File: src/rtl/i2c_reg_master.sv
module i2c_reg_master #(
  parameter int DIV_W    = 8,
  parameter int DIV_INIT = 4
) (
  input  logic       clk,
  input  logic       rst_n,
  input  logic [1:0] reg_addr,
  input  logic       reg_wr,
  input  logic [7:0] reg_wdata,
  output logic [7:0] reg_rdata,
  input  logic       scl_in,
  input  logic       sda_in,
  output logic       scl_oe,
  output logic       sda_oe,
  output logic       irq
);
  localparam logic [2:0] S_IDLE = 3'd0, S_START = 3'd1, S_BIT = 3'd2,
                         S_HOLD = 3'd3, S_STOP = 3'd4, S_WAIT = 3'd5;

  logic [7:0] data_q, sh;
  logic go_q, sta_q, sto_q, ackn_q, ien_q, sen_q, uen_q;
  logic done_q, arb_q, aerr_q;
  logic [DIV_W-1:0] div_q, cnt;
  logic [2:0] st;
  logic [1:0] ph;
  logic [3:0] bitn;
  logic lost, is_addr, rxm, rw_q, stop_req, nack_q;
  logic scl_q, sda_q, sda_prev, scl_prev, bus_busy;

  wire en     = uen_q & sen_q;
  wire tick   = (cnt >= div_q);
  wire txm    = is_addr | ~rxm;
  wire busy_m = (st != S_IDLE);
  wire start_det = scl_in & scl_prev & sda_prev & ~sda_in;
  wire stop_det  = scl_in & scl_prev & ~sda_prev & sda_in;

  assign scl_oe = scl_q & en;
  assign sda_oe = sda_q & uen_q;
  assign irq    = done_q & ien_q;

  always_comb
    case (reg_addr)
      2'd0:    reg_rdata = data_q;
      2'd1:    reg_rdata = {1'b0, uen_q, sen_q, ien_q, ackn_q, sto_q, sta_q, go_q};
      2'd2:    reg_rdata = {2'b0, rxm, bus_busy, busy_m, aerr_q, arb_q, done_q};
      default: reg_rdata = 8'(div_q);
    endcase

  always_ff @(posedge clk or negedge rst_n)
    if (!rst_n) begin
      data_q <= '0; sh <= '0;
      {go_q, sta_q, sto_q, ackn_q, ien_q, sen_q, uen_q} <= '0;
      {done_q, arb_q, aerr_q} <= '0;
      div_q <= DIV_W'(DIV_INIT); cnt <= '0;
      st <= S_IDLE; ph <= '0; bitn <= '0;
      {lost, is_addr, rxm, rw_q, stop_req, nack_q} <= '0;
      {scl_q, sda_q} <= '0;
      sda_prev <= 1'b1; scl_prev <= 1'b1; bus_busy <= 1'b0;
    end else begin
      cnt <= tick ? '0 : cnt + 1'b1;
      sda_prev <= sda_in;
      scl_prev <= scl_in;
      if (start_det) bus_busy <= 1'b1;
      else if (stop_det) bus_busy <= 1'b0;

      if (reg_wr)
        case (reg_addr)
          2'd0: data_q <= reg_wdata;
          2'd1: begin
            {uen_q, sen_q, ien_q, ackn_q, sto_q, sta_q, go_q} <= reg_wdata[6:0];
            if (reg_wdata[0]) done_q <= 1'b0;
          end
          2'd2: begin
            if (reg_wdata[0]) done_q <= 1'b0;
            if (reg_wdata[1]) arb_q  <= 1'b0;
            if (reg_wdata[2]) aerr_q <= 1'b0;
          end
          default: div_q <= reg_wdata[DIV_W-1:0];
        endcase

      case (st)
        S_IDLE, S_WAIT: begin
          scl_q <= 1'b0; sda_q <= 1'b0;
          if (go_q && en && !bus_busy && (st == S_WAIT || sta_q)) begin
            sh <= data_q; rw_q <= data_q[0]; stop_req <= sto_q;
            is_addr <= 1'b1; rxm <= 1'b0; lost <= 1'b0; nack_q <= 1'b0;
            st <= S_START; ph <= '0;
          end
        end
        S_START: if (tick) begin
          ph <= ph + 2'd1;
          case (ph)
            2'd0: sda_q <= 1'b0;
            2'd1: scl_q <= 1'b0;
            2'd2: sda_q <= 1'b1;
            default: begin scl_q <= 1'b1; st <= S_BIT; bitn <= '0; end
          endcase
        end
        S_BIT: if (tick) begin
          ph <= ph + 2'd1;
          case (ph)
            2'd0: if (bitn == 4'd8) sda_q <= txm ? 1'b0 : ~ackn_q;
                  else sda_q <= txm & ~lost & ~sh[7];
            2'd1: scl_q <= 1'b0;
            2'd2: if (bitn < 4'd8) begin
                    sh <= {sh[6:0], sda_in};
                    if (txm && !lost && sh[7] && !sda_in) lost <= 1'b1;
                  end else nack_q <= sda_in;
            default:
              if (bitn == 4'd7 && lost) begin
                scl_q <= 1'b0; sda_q <= 1'b0; arb_q <= 1'b1;
                if (is_addr) st <= S_WAIT;
                else begin st <= S_IDLE; go_q <= 1'b0; end
              end else if (bitn == 4'd8) begin
                scl_q <= 1'b1; go_q <= 1'b0; done_q <= 1'b1; is_addr <= 1'b0;
                if (is_addr) rxm <= rw_q;
                if (!txm) data_q <= sh;
                if (txm && nack_q) aerr_q <= 1'b1;
                st <= stop_req ? S_STOP : S_HOLD;
              end else begin
                scl_q <= 1'b1; bitn <= bitn + 4'd1;
              end
          endcase
        end
        S_HOLD: if (go_q) begin
          sh <= data_q; stop_req <= sto_q; lost <= 1'b0; nack_q <= 1'b0;
          bitn <= '0; ph <= '0;
          if (sta_q) begin
            is_addr <= 1'b1; rxm <= 1'b0; rw_q <= data_q[0]; st <= S_START;
          end else st <= S_BIT;
        end
        S_STOP: if (tick) begin
          ph <= ph + 2'd1;
          case (ph)
            2'd0: sda_q <= 1'b1;
            2'd1: scl_q <= 1'b0;
            2'd2: sda_q <= 1'b0;
            default: st <= S_IDLE;
          endcase
        end
        default: st <= S_IDLE;
      endcase
    end
endmodule

File: config.mk
export PLATFORM = sky130hd
export DESIGN_NAME = i2c_reg_master
export DESIGN_NICKNAME = d
export VERILOG_FILES = /design/src/rtl/i2c_reg_master.sv
export SDC_FILE = /design/constraint.sdc
export NUM_CORES = 1
export LEC_CHECK = 0
export ABC_CLOCK_PERIOD_IN_PS = 2800
export BUFFER_PORTS_ARGS = -buffer_cell sky130_fd_sc_hd__buf_2
export CORE_ASPECT_RATIO = 1.1
export CORE_MARGIN = 1.5
export CORE_UTILIZATION = 40
export DETAILED_ROUTE_END_ITERATION = 10
export GPL_TIMING_DRIVEN = 0
export PLACE_DENSITY = 0.56
export SLEW_MARGIN = 20
export SYNTH_ARGS = -nofsm -noshare
export SYNTH_HDL_FRONTEND = slang
export SYNTH_SLANG_ARGS = --single-unit
File: constraint.sdc
create_clock -name clk -period 2.8 [get_ports clk]
set_input_delay 0.42 -clock clk [delete_from_list [all_inputs] [get_ports clk]]
set_output_delay 0.42 -clock clk [all_outputs]
set_load 0.03 [all_outputs]
==> results.yml, run 1 <==
clock_tree:
  cts.sinks: 62
  h-tree-depth: 3
  tritoncts: "done"
  cts_buffers: 9
  clk_pin_slew_ps: 80
  clk_latency_ps: 360
  clockBufferDepth: 2
  cts_root_buffer: "clkbuf_8"
  cts_setup_buffers: 0
die:
  num_rows: 36
  die_area_um2: 9965
  fp.dieH_um: 104.6
  initial_core_util_pct: 41.83
  die_w_um: 95.32
  ios: 26
  coreArea_um2: 8964
sta:
  finalCriticalPeriod_ps: 2476
  slew_viol_final: 0
  rsz0062_at_grt: "false"
  min_period_over_period_pct: 88.43
  hold_viol: 0
  setup_violations: 0
  worstMarginPinSlew_ps: 593.5
  tns_ps: 0
  slew_headroom_pct: 60.11
  finClkSkew_ps: 11.76
  fmax_ghz: 0.4038
synth:
  synth-simple-area-share_pct: 14.41
  synth_seq_cells: 62
  syn_inst: 375
  synthFlopType: "dfrtp_1"
  synth_compound_area_share_pct: 20.39
  synthMuxAreaShare_pct: 11.04
  syn_nets: 410
  synth_top_family_by_area: "compound AO/OA/AOI/OAI gates"
  async_reset_ff_share_pct: 100.0
  synth.cell_area_um2: 3750
  ys_warn_count: 0
  yosysUniqueCellTypes: 60
  ys_seq_area_share_pct: 41.47
  synth_edf_count: 0
  yosys.area_share.adder_pct: 6.673
  synth_xor_area_share_pct: 1.401
  syn_area_per_cell_um2: 10.00
status:
  outcome: "finished, final reports clean"
setup_path:
  cp_top_family: "compound AO/OA/AOI/OAI gates"
  crit_chain: "inv_1 -> ha_1 -> nand2b_1 -> a2111oi_4 -> o21a_1 -> o21ai_1 -> o211ai_1 -> mux2_2"
  arrival_ps: 2720
  required_ps: 3040
  crit_buf_inv: 1
  startpoint: "cnt[0]"
  slowest_delay_ps: 440
  rr_startpoint: "cnt[0]"
  worst-path-max-fanout: 6
  startpoint_type: "register"
  crit_path_top_delay_cell: "dfrtp_1"
  cp-end-kind: "register"
  worstSetupPathType: "register to register"
pwr:
  clkPwrFrac_pct: 21.0
  p_leak_nw: 1.999
  ir_worst_vdd_mv: 0.2981
  pwr-share-comb_pct: 43.7
  p_seq_share_pct: 35.3
  switching_share_pct: 40.66
  internal-power_mw: 2.308
  cellPowerDensity_nw_per_um2: 915.0
  p_total_mw: 3.889
  p_sw_mw: 1.581
drt:
  wl_per_cell_um: 17.74
  vias_per_cell: 5.761
  first_pass_iters: 5
  drt_wl_total_mm: 9.421
  drt_iter0_drc: 279
  vias: 3059
  remaining_drc_errors: 0
  final_antenna_net_count: 0
grt:
  antenna_found_initial: 0
  grt-ovfl-total: 0
  grt_pass1_wl_mm: 15.21
  grt_pass1_vias: 2798
  grt_usage_pct: 20.26
  grt_max_degree: 48
worst_hold_path:
  min_from: "scl_in"
  holdCritPathClass: "input port to register"
final_layout:
  syn2layout_area_growth_pct: 13.35
  nFillCells: 851
  fin_cells: 531
  final_common_cell: "dfrtp_1"
  drive_above_1_share_pct: 20.62
  final_nets: 447
  mostFrequentLayoutCells: "59 x dfrtp_1, 34 x nand2_1, 29 x buf_2, 26 x o21ai_0, 20 x ha_1"
  diodes: 0
  fin_util_pct: 47.42
place:
  dpl.cell_count: 514
  io_buffer_count: 24
  gp_congestion: 0.8837
  dp.final_hpwl_mm: 6.936
run:
  cap_violations: 0
timing repair:
action,4_1_cts,5_1_grt
hold buffers,1,0
resized for setup,0,0
endpoints found under the hold margin,15,0
metal layers:
layer	track usage [%]	part of all wire, %	wire [um]	vias to the layer above
li1	-	-	-	1452
met4	9.915	2.9	276	0
met5	0	0	0	-
met3	4.003	5.7	541	26
met2	29.23	46	4315	121
met1	28.55	46	4288	1460
power by group through the flow:
stage | clock [mW] | sequential (mW) | combinational (mW)
3_3_place_gp | 0 | 1.39 | 1.67
2_1_floorplan | 0 | 1.30 | 1.34
4_1_cts | 0.835 | 1.37 | 1.70
5_1_grt | 0.889 | 1.40 | 1.88
3_5_place_dp | 0 | 1.39 | 1.69
6_report | 0.816 | 1.37 | 1.70
layout make-up:
cell class	count	area, um2	share of cell area (%)
Tap cell	114	142.6	3.356
Clock inverter	7	73.82	1.737
Timing Repair Buffer	26	160.2	3.768
Sequential cell	62	1555	36.59
Buffer	21	101.3	2.384
Inverter	19	71.32	1.678
Multi-Input combinational cell	273	2022	47.57
Clock buffer	9	123.9	2.914
state kept, by name, summed over array words and instances (netlist names), 2 cells and up:
register / cells
cnt: 8
data_q: 8
div_q: 8
sh: 8
bitn: 4
st: 3
ph: 2
cell usage after synthesis, types with 6 or more instances:
master / count / area (um2)
dfrtp_1: 59 / 1476
nand2_1: 34 / 127.6
o21ai_0: 26 / 130.1
ha_1: 20 / 250.2
inv_1: 19 / 71.32
mux2_2: 19 / 214.0
nor2_1: 19 / 71.32
mux2i_1: 17 / 170.2
a21oi_1: 16 / 80.08
o22a_1: 16 / 140.1
nand3_1: 14 / 70.07
clkbuf_1: 11 / 41.29
a222oi_1: 6 / 60.06
buf_2: 6 / 30.03
o21ai_1: 6 / 30.03
cells by family (layout without fill, tap and decap cells):
family | Yosys count | after routing
AOI/OAI and AO/OA | 106 | 106
and+or+nand+nor | 103 | 103
DFF | 62 | 62
buffers and inverters | 40 | 82
muxes | 38 | 38
adders and majority gates | 20 | 20
xor gates and xnor gates | 6 | 6
per-stage QoR:
stage | hold WS (ps) | area [um2] | worst slack [ps]
floorplan | 124.4 | 3750 | 640.4
global placement | 478.2 | 4013 | 307.8
detailed placement | 309.7 | 4043 | 310.0
CTS | 162.3 | 4250 | 296.0
global route | 159.3 | 4250 | 143.8
finish | 178.0 | 4250 | 323.8
worst paths after layout:
path,end,depth (start not counted),slack (ps)
setup / recovery,st[2],8,320
hold / removal,scl_prev,1,180
setup reg to reg,st[2],8,320
hold reg to reg,arb_q,2,500
max in group asynchronous,sda_prev,3,1760
min in group asynchronous,cnt[0],2,470
Power figures use the tool's default switching activity.
==> inputs of run 2 (changes only) <==
CORE_UTILIZATION = 35   (was 40)
PLACE_DENSITY = 0.5   (was 0.56)
==> results.yml, run 2 (same netlist as run 1, synthesis figures left out) <==
status:
  outcome: "finished, final reports clean"
clock_tree:
  cts_setup_buffers: 0
  clk_latency_ps: 330
  ctsResizeCount: 0
  clk_pin_slew_ps: 50
  cts_buffers: 9
  cts.sinks: 62
  ctsHoldBuffers: 0
  clockBufferDepth: 2
  tritoncts: "done"
  cts_root_buffer: "clkbuf_16"
  h-tree-depth: 3
sta:
  slew_viol_final: 0
  finClkSkew_ps: 4.808
  worstMarginPinSlew_ps: 567.6
  worst_slack_ps: 273.1
  setup_violations: 0
  fmax_ghz: 0.3957
  fin_hold_ws_ps: 34.12
  min_period_over_period_pct: 90.25
  tns_ps: 0
  hold_viol: 0
  rsz0062_at_grt: "false"
  slew_headroom_pct: 61.84
  finalCriticalPeriod_ps: 2527
run:
  cap_violations: 0
grt:
  grt_usage_pct: 18.78
  grt-ovfl-total: 0
  grt_max_degree: 33
  grt_pass1_wl_mm: 16.22
  antenna_found_initial: 0
  grt_pass1_vias: 3017
die:
  ios: 26
  initial_core_util_pct: 36.08
  fp.dieH_um: 111.6
  num_rows: 39
  die_w_um: 101.7
  die_area_um2: 11340
  coreArea_um2: 10390
pwr:
  p_total_mw: 4.216
  ir_worst_vdd_mv: 0.3905
  cellPowerDensity_nw_per_um2: 963.9
  p_leak_nw: 2.038
setup_path:
  arrival_ps: 2740
  startpoint_type: "register"
  worst-path-max-fanout: 6
  cp-end-kind: "register"
  crit_buf_inv: 1
  slowest_delay_ps: 420
  crit_chain: "inv_1 -> ha_1 -> nand2b_1 -> a2111oi_4 -> o21a_1 -> o21ai_1 -> o211ai_1 -> mux2_2"
  required_ps: 3010
  worstSetupPathType: "register to register"
  crit_path_top_delay_cell: "dfrtp_1"
  cp_top_family: "compound AO/OA/AOI/OAI gates"
worst_hold_path:
  holdCritPathClass: "input port to async pin"
drt:
  final_antenna_net_count: 0
  drt_iter0_drc: 194
  vias_per_cell: 5.394
  vias: 3015
  drt_wl_total_mm: 9.767
  first_pass_iters: 5
  wl_per_cell_um: 17.47
  remaining_drc_errors: 0
place:
  dpl.cell_count: 543
  dp.final_hpwl_mm: 7.267
  gp_congestion: 0.8690
  dp_slack_ps: 247.9
  io_buffer_count: 24
final_layout:
  final_common_cell: "dfrtp_1"
  fin_cells: 559
  nFillCells: 1052
  final_nets: 446
  diodes: 0
  syn2layout_area_growth_pct: 16.65
  drive_above_1_share_pct: 20.19
  mostFrequentLayoutCells: "59 x dfrtp_1, 34 x nand2_1, 29 x buf_2, 26 x o21ai_0, 20 x ha_1"
[run 2: changes by cell type in the layout (fill, tap and decap cells not counted), moves of 2 or more]
cell | before | now
clkbuf_1 | 11 | 13
clkinv_4 | 2 | 0
clkbuf_8 | 9 | 2
clkbuf_16 | 0 | 9
[run 2: final cells by class]
class	instances	area [um2]	share of cell area, %
Clock inverter	3	42.54	0.9725
Multi-Input combinational cell	273	2022	46.22
Buffer	21	101.3	2.317
Clock buffer	13	260.3	5.950
Sequential cell	62	1555	35.55
Tap cell	143	178.9	4.090
Inverter	19	71.32	1.630
Timing Repair Buffer	25	142.6	3.261
[run 2: worst paths after layout]
| path | start | endpoint | slack (ps) | cells past startpoint |
|---|---|---|---|---|
| min reg2reg | arb_q | arb_q | 480 | 2 |
| max in group asynchronous | rst_n | scl_prev | 2170 | 2 |
| max reg2reg | cnt[0] | st[2] | 270 | 8 |
| max | cnt[0] | st[2] | 270 | 8 |
| min in group clk | scl_in | scl_prev | 210 | 1 |
| min | rst_n | cnt[6] | 30 | 1 |
[run 2: power breakdown]
part           switching (mW)  internal [mW]
Combinational           0.954          0.759
Sequential              0.236           1.14
Clock                   0.394          0.736
Total                    1.58           2.63
[run 2: through the flow]
stage	utilization [%]	instance area, um2
global placement	38.96	4049
floorplan	-	3750
CTS	42.09	4374
finish	42.09	4374
detailed placement	39.17	4071
global route	42.09	4374
[run 2: metal layers]
| metal | track usage (%) | share of wire, % | vias to the layer above |
|---|---|---|---|
| met1 | 24.90 | 46 | 1470 |
| met5 | 0 | 0 | - |
| met4 | 6.574 | 1.3 | 0 |
| li1 | - | - | 1455 |
| met3 | 3.327 | 3.4 | 13 |
| met2 | 30.58 | 49 | 77 |
